### config.mk
export PLATFORM = sky130hd
export DESIGN_NAME = ext_event_wdt
export DESIGN_NICKNAME = d
export VERILOG_FILES = /design/src/rtl/ewd_pkg.sv /design/src/rtl/ewd_sync.sv /design/src/rtl/ewd_ctrl.sv /design/src/rtl/ewd_counter.sv /design/src/rtl/ewd_irq.sv /design/src/rtl/ext_event_wdt.sv
export SDC_FILE = /design/constraint.sdc
export NUM_CORES = 1
export LEC_CHECK = 0
export ABC_CLOCK_PERIOD_IN_PS = 6300
export BUFFER_PORTS_ARGS = -buffer_cell sky130_fd_sc_hd__buf_2
export CORE_UTILIZATION = 57
export DETAILED_ROUTE_END_ITERATION = 7
export GPL_TIMING_DRIVEN = 0
export MAX_ROUTING_LAYER = met4
export PLACE_DENSITY = 0.86
export SLEW_MARGIN = 20
export SYNTH_ARGS = -nofsm -noshare
export SYNTH_HDL_FRONTEND = slang
export SYNTH_SLANG_ARGS = --single-unit
### constraint.sdc
create_clock -name clk -period 6.3 [get_ports clk]
set_input_delay 1.26 -clock clk [delete_from_list [all_inputs] [get_ports clk]]
set_output_delay 1.26 -clock clk [all_outputs]
set_load 0.02 [all_outputs]
### src/rtl/ewd_pkg.sv
// Package: shared types for the external event counter watchdog.
// Assumes nothing beyond IEEE 1800-2017 enum support.
package ewd_pkg;
    typedef enum logic [1:0] {
        ST_IDLE  = 2'd0,
        ST_ARMED = 2'd1,
        ST_RUN   = 2'd2
    } ewd_state_t;
endpackage

### src/rtl/ewd_sync.sv
// Module: ewd_sync
// Brings an asynchronous level into the clock domain through STAGES flops
// and emits a one-cycle pulse on each rising transition.
// Assumes the input holds each level for at least STAGES clocks.
module ewd_sync #(
    parameter int STAGES = 2
) (
    input  logic clk,
    input  logic rst_n,
    input  logic async_i,
    output logic rise_o
);
    logic [STAGES-1:0] sync_q;
    logic              prev_q;

    // Shift the raw input through the synchronizer chain.
    always_ff @(posedge clk) begin
        if (!rst_n) sync_q <= '0;
        else        sync_q <= {sync_q[STAGES-2:0], async_i};
    end

    // Remember the last synchronized level for edge detection.
    always_ff @(posedge clk) begin
        if (!rst_n) prev_q <= 1'b0;
        else        prev_q <= sync_q[STAGES-1];
    end

    assign rise_o = sync_q[STAGES-1] & ~prev_q;

    AST_RISE_SINGLE: assert property (@(posedge clk) disable iff (!rst_n)
        rise_o |=> !rise_o);
endmodule

### src/rtl/ewd_ctrl.sv
// Module: ewd_ctrl
// Enable state machine: idle, armed (waiting for the first edge), running.
// Decides on each detected edge whether the counter loads or increments.
// Assumes strobes are single-cycle; disable dominates enable.
module ewd_ctrl
    import ewd_pkg::*;
#(
    parameter int CNT_W = 32
) (
    input  logic             clk,
    input  logic             rst_n,
    input  logic             enable_set,
    input  logic             disable_set,
    input  logic             rise_i,
    input  logic [CNT_W-1:0] cnt_i,
    output ewd_state_t       state_o,
    output logic             load_o,
    output logic             incr_o
);
    localparam logic [CNT_W-1:0] TOP = {{(CNT_W-1){1'b1}}, 1'b0};

    ewd_state_t state_q;
    logic       quiet;
    logic       at_top;

    assign quiet  = !enable_set && !disable_set;
    assign at_top = (cnt_i >= TOP);

    // Advance the enable state on strobes and on the first edge.
    always_ff @(posedge clk) begin
        if (!rst_n)                    state_q <= ST_IDLE;
        else if (disable_set)          state_q <= ST_IDLE;
        else if (enable_set)           state_q <= ST_ARMED;
        else if (state_q == ST_ARMED && rise_i) state_q <= ST_RUN;
    end

    // Derive the counter actions for this cycle.
    always_comb begin
        load_o = 1'b0;
        incr_o = 1'b0;
        if (quiet && rise_i) begin
            if (state_q == ST_ARMED)    load_o = 1'b1;
            else if (state_q == ST_RUN) begin
                load_o = at_top;
                incr_o = !at_top;
            end
        end
    end

    assign state_o = state_q;

    AST_ACTION_ONEHOT: assert property (@(posedge clk) disable iff (!rst_n)
        $onehot0({load_o, incr_o}));
    AST_DISABLE_WINS: assert property (@(posedge clk) disable iff (!rst_n)
        disable_set |=> state_q == ST_IDLE);
endmodule

### src/rtl/ewd_counter.sv
// Module: ewd_counter
// Holds the event count; loads all-ones minus period or increments by one.
// Reports the value it is about to take so the interrupt can be latched.
// Assumes load and incr are never active together.
module ewd_counter #(
    parameter int CNT_W = 32
) (
    input  logic             clk,
    input  logic             rst_n,
    input  logic             load_i,
    input  logic             incr_i,
    input  logic [CNT_W-1:0] period_i,
    output logic [CNT_W-1:0] cnt_o,
    output logic [CNT_W-1:0] nxt_o,
    output logic             upd_o
);
    localparam logic [CNT_W-1:0] ALL_ONES = {CNT_W{1'b1}};

    logic [CNT_W-1:0] cnt_q;

    // Select the next count value.
    always_comb begin
        if (load_i)      nxt_o = ALL_ONES - period_i;
        else if (incr_i) nxt_o = cnt_q + 1'b1;
        else             nxt_o = cnt_q;
    end

    assign upd_o = load_i | incr_i;

    // Register the count; it holds whenever no action is requested.
    always_ff @(posedge clk) begin
        if (!rst_n)     cnt_q <= '0;
        else if (upd_o) cnt_q <= nxt_o;
    end

    assign cnt_o = cnt_q;

    AST_INCR_BY_ONE: assert property (@(posedge clk) disable iff (!rst_n)
        incr_i |=> cnt_q == $past(cnt_q) + 1'b1);
    AST_HOLD_QUIET: assert property (@(posedge clk) disable iff (!rst_n)
        !(load_i || incr_i) |=> $stable(cnt_q));
endmodule

### src/rtl/ewd_irq.sv
// Module: ewd_irq
// Sticky interrupt latch with write-one-to-clear; a set beats a clear.
// Assumes set and clear are synchronous single-cycle pulses.
module ewd_irq (
    input  logic clk,
    input  logic rst_n,
    input  logic set_i,
    input  logic clr_i,
    output logic irq_o
);
    logic irq_q;

    // Latch the interrupt until software clears it.
    always_ff @(posedge clk) begin
        if (!rst_n)     irq_q <= 1'b0;
        else if (set_i) irq_q <= 1'b1;
        else if (clr_i) irq_q <= 1'b0;
    end

    assign irq_o = irq_q;

    AST_IRQ_STICKY: assert property (@(posedge clk) disable iff (!rst_n)
        (irq_q && !clr_i) |=> irq_q);
    AST_SET_WINS: assert property (@(posedge clk) disable iff (!rst_n)
        set_i |=> irq_q);
endmodule

### src/rtl/ext_event_wdt.sv
// Module: ext_event_wdt (top)
// External event counter watchdog: synchronizer, enable control, counter
// and interrupt latch. Assumes event_in holds each level for at least
// SYNC_STAGES system clocks.
module ext_event_wdt
    import ewd_pkg::*;
#(
    parameter int CNT_W       = 32,
    parameter int SYNC_STAGES = 2
) (
    input  logic             clk,
    input  logic             rst_n,
    input  logic             event_in,
    input  logic [CNT_W-1:0] period_i,
    input  logic             enable_set,
    input  logic             disable_set,
    input  logic             irq_clr,
    output logic             irq_o,
    output logic [CNT_W-1:0] count_o
);
    localparam logic [CNT_W-1:0] ALL_ONES = {CNT_W{1'b1}};
    localparam logic [CNT_W-1:0] TOP      = {{(CNT_W-1){1'b1}}, 1'b0};

    ewd_state_t       state;
    logic             rise;
    logic             load;
    logic             incr;
    logic             upd;
    logic [CNT_W-1:0] nxt;
    logic             irq_set;

    ewd_sync #(.STAGES(SYNC_STAGES)) sync_i (
        .clk     (clk),
        .rst_n   (rst_n),
        .async_i (event_in),
        .rise_o  (rise)
    );

    ewd_ctrl #(.CNT_W(CNT_W)) ctrl_i (
        .clk         (clk),
        .rst_n       (rst_n),
        .enable_set  (enable_set),
        .disable_set (disable_set),
        .rise_i      (rise),
        .cnt_i       (count_o),
        .state_o     (state),
        .load_o      (load),
        .incr_o      (incr)
    );

    ewd_counter #(.CNT_W(CNT_W)) cnt_i (
        .clk      (clk),
        .rst_n    (rst_n),
        .load_i   (load),
        .incr_i   (incr),
        .period_i (period_i),
        .cnt_o    (count_o),
        .nxt_o    (nxt),
        .upd_o    (upd)
    );

    assign irq_set = upd && (nxt == TOP);

    ewd_irq irq_i (
        .clk   (clk),
        .rst_n (rst_n),
        .set_i (irq_set),
        .clr_i (irq_clr),
        .irq_o (irq_o)
    );

    AST_FIRST_EDGE_LOAD: assert property (@(posedge clk) disable iff (!rst_n)
        (state == ST_ARMED && rise && !enable_set && !disable_set)
        |=> count_o == ALL_ONES - $past(period_i));
    AST_TOP_RELOAD: assert property (@(posedge clk) disable iff (!rst_n)
        (state == ST_RUN && rise && count_o == TOP && !enable_set && !disable_set)
        |=> count_o == ALL_ONES - $past(period_i));
    AST_IRQ_AT_TOP: assert property (@(posedge clk) disable iff (!rst_n)
        $rose(irq_o) |-> count_o == TOP);
    AST_IDLE_HOLD: assert property (@(posedge clk) disable iff (!rst_n)
        (state == ST_IDLE) |=> $stable(count_o));
    AST_ARMED_WAIT: assert property (@(posedge clk) disable iff (!rst_n)
        (state == ST_ARMED && !rise) |=> $stable(count_o));
endmodule

==> metrics.txt <==
outcome finished clean; switch share 23.43%; worst r2r path cells 13; Fillers 341; Worst Path Required 6.53 ns; final hold violation count 0; Area Overhead vs Synth 20.90%; # setup viols final 0; Seq/Total Area, Yosys between 30% and 40%; sequential fraction of design power 50.9%; RSZ-0062 raised after global routing false; CTS max path bufs 2; Hold-fix buffers, CTS 0; worst setup margin 1.864 ns; vias per cell roughly 6.5; Mapped Area 2532 sq um; minimum period implied by the final worst setup slack approximately 4.4 ns; Slew Limit Headroom 43.45%; adder-cell share of the synthesized area less than 1%; Gate power share under 10%; xor and xnor fraction of the mapped netlist area 6.917%; Die W 68.66 um; Worst-Skew Late Latency 0.29 ns; Max-Cap Viols 0; Fin Setup TNS 0 ns; hold_sp sync_i.sync_q[0]; Mapped Nets between 300 and 400; Placer Congestion slightly below 1; H-Tree Depth 2; Tcrit/Tclk final a little over two thirds; drt wl/cell 18.94 um; area of the multi-input gates 1673 sq um; core area 4144 sq um; dominant cells by area after synthesis dfxtp_1, nand2_1, nor2_1; Setup CP Type in2reg; PwrDens 156.1 nW/um^2; Lkg Pwr 1.269 nW; Max Clk Rate 225.4 MHz; first-pass GRT wire length between 10 and 15 mm; gr usage total 38.93%; largest net degree at the start of global routing 12; sw power 112.0 uW; worst-path fanout max 10; post-synth top area cell dfxtp_1; post-DP HPWL between 6 and 7 mm; Post-synth EDFFs 0; antenna-violating nets left 0; Yosys reg bits 38; n_diodes 0; compound-gate portion of the synthesized area between 15 and 20%; Util after Layout 73.88%; Remaining Overflow, GRT 0; IO Count 71; Root Driver clkbuf_8; R2R Setup Slk 2.50 ns; Place WS 1.753 ns; Internal Pwr Total 366.1 uW; Pre-antenna DRT Iters 5; main combinational cell family by area after synthesis simple AND/OR/NAND/NOR gates; routed wire length 8.544 mm; post-synthesis simple-gate area fraction 39.72%; Synth cell types 65; Final Non-Filler Cells 451; cts repair resizes 0; initial antenna violation count 0; Syn Inst Count about 320; Reg clk slew, reported paths 0.08 ns; CTS sink cnt 38; reg2reg start cnt_i.cnt_o[0]; type of the most critical hold path reg2reg; share of cells above drive strength 1 26.93%; Inst Count DP 443; ys flop type dfxtp_1; CTS Buf Count 5; mux cell area share after synthesis around 1.2%; setup bufs post-CTS 0; Die Y 68.66 um; Slew @ Worst Pin 0.8418 ns; vias in the first global route approximately 2500; clock share of power 42.4%; Hold Path Stages 1; post-route cell area 3062 sq um; maximum vdd drop 0.1126 mV; initial DRC count 389; # DRC 0; Row Count 23; die footprint 4714 sq um; CTS tree yes; syn avg cell area between 7 and 8 sq um; nets 440; reg-to-reg endpoint irq_i.irq_o; fin. max-slew vios 0; hold path endpoint sync_i.sync_q[1]; Arr. time, crit path 4.66 ns; CP Capture Type register; register area about 760 sq um; Hold WS 0.4876 ns; PortBufs 70; share of the synthesized area in the top cell type 30.04%; Worst Setup Start Kind primary input; Placed Instance Area 2952 sq um; Starting Density 61.11%; Yosys warnings 0; Final Skew 0.004084 ns; async set or reset register ratio after synthesis 0%; via count 2951; total chip power about 480 uW
per-layer routing:
layer  global-route usage [%]  part of all wire, %  vias up
li1                         -                    -     1348
met1                    53.53                   43     1378
met2                    56.99                   45      210
met3                    6.414                   11       15
met4                    13.80                  1.6        0
met5                        -                    0        -
synth_stat cells (7+ instances only):
cell type and instances:
a211oi_1 7, a21oi_1 15, and2_1 13, and3_1 11, clkbuf_1 8, dfxtp_1 38, nand2_1 36, nand3_1 16
nand4_1 12, nor2_1 29, nor3_1 19, o21ai_0 7, xnor2_1 9, xor2_1 11
state kept, by name (all words and copies together), names as in the netlist:
| register | flops |
|---|---|
| cnt_i.cnt_o | 32 |
| ctrl_i.state_o | 2 |
| sync_i.sync_q | 2 |
| irq_i.irq_o | 1 |
| sync_i.prev_q | 1 |
layout make-up:
| class | instances | share of cell area, % |
|---|---|---|
| flip-flops and latches | 38 | 24.85 |
| plain buffers | 15 | 2.942 |
| inverters | 4 | 0.4904 |
| repair buffers | 70 | 11.44 |
| well taps | 50 | 2.043 |
| clock buffers | 8 | 3.596 |
| multi-input cells | 266 | 54.64 |
worst max-delay path, cell delays in order:
cell and delay [ns]:
buf_2 0.12, nor4b_2 0.48, nand2_1 0.28, nor4_1 0.75
nor2_2 0.30, clkbuf_1 0.35, a211oi_1 0.32, nand4_1 0.13
or4_1 0.54, o21ai_1 0.13
power by group through the flow:
stage                     Sequential, mW  Clock [mW]  Combinational [mW]
after floorplan                    0.250           0              0.0103
after global placement             0.249           0              0.0304
after detailed placement           0.249           0              0.0308
after CTS                          0.243       0.203              0.0311
after global routing               0.244       0.212              0.0343
final                              0.244       0.203              0.0319
worst max-delay path by stage:
| stage | startpoint | slack, ns | to |
|---|---|---|---|
| CTS | enable_set | 2.04 | irq_i.irq_o |
| finish | enable_set | 1.86 | irq_i.irq_o |
| floorplan | enable_set | 2.34 | irq_i.irq_o |
| global route | enable_set | 1.65 | irq_i.irq_o |
| detailed placement | enable_set | 1.75 | irq_i.irq_o |
| global placement | enable_set | 1.77 | irq_i.irq_o |
placed cells by master, fill, tap and decap left out, types with 6 or more instances in the layout:
cell type and instances:
nand3_1 16, nand4_1 12, clkbuf_8 9, clkbuf_1 8, o211ai_1 6, and3_1 11, nor2_1 29, a21oi_1 15
nor3_1 19, a211oi_1 7, dfxtp_1 38, o21ai_0 7, xor2_1 11, and2_1 13, buf_2 71, xnor2_1 9
nand2_1 36, o21a_1 6
cells by family after synthesis:
kind of cell / after synthesis
fa+ha+maj: 2
buf+inv: 19
simple gates: 179
compound gates: 62
xor+xnor: 20
flops: 38
mux: 3
(Power assumes the default switching activity.)
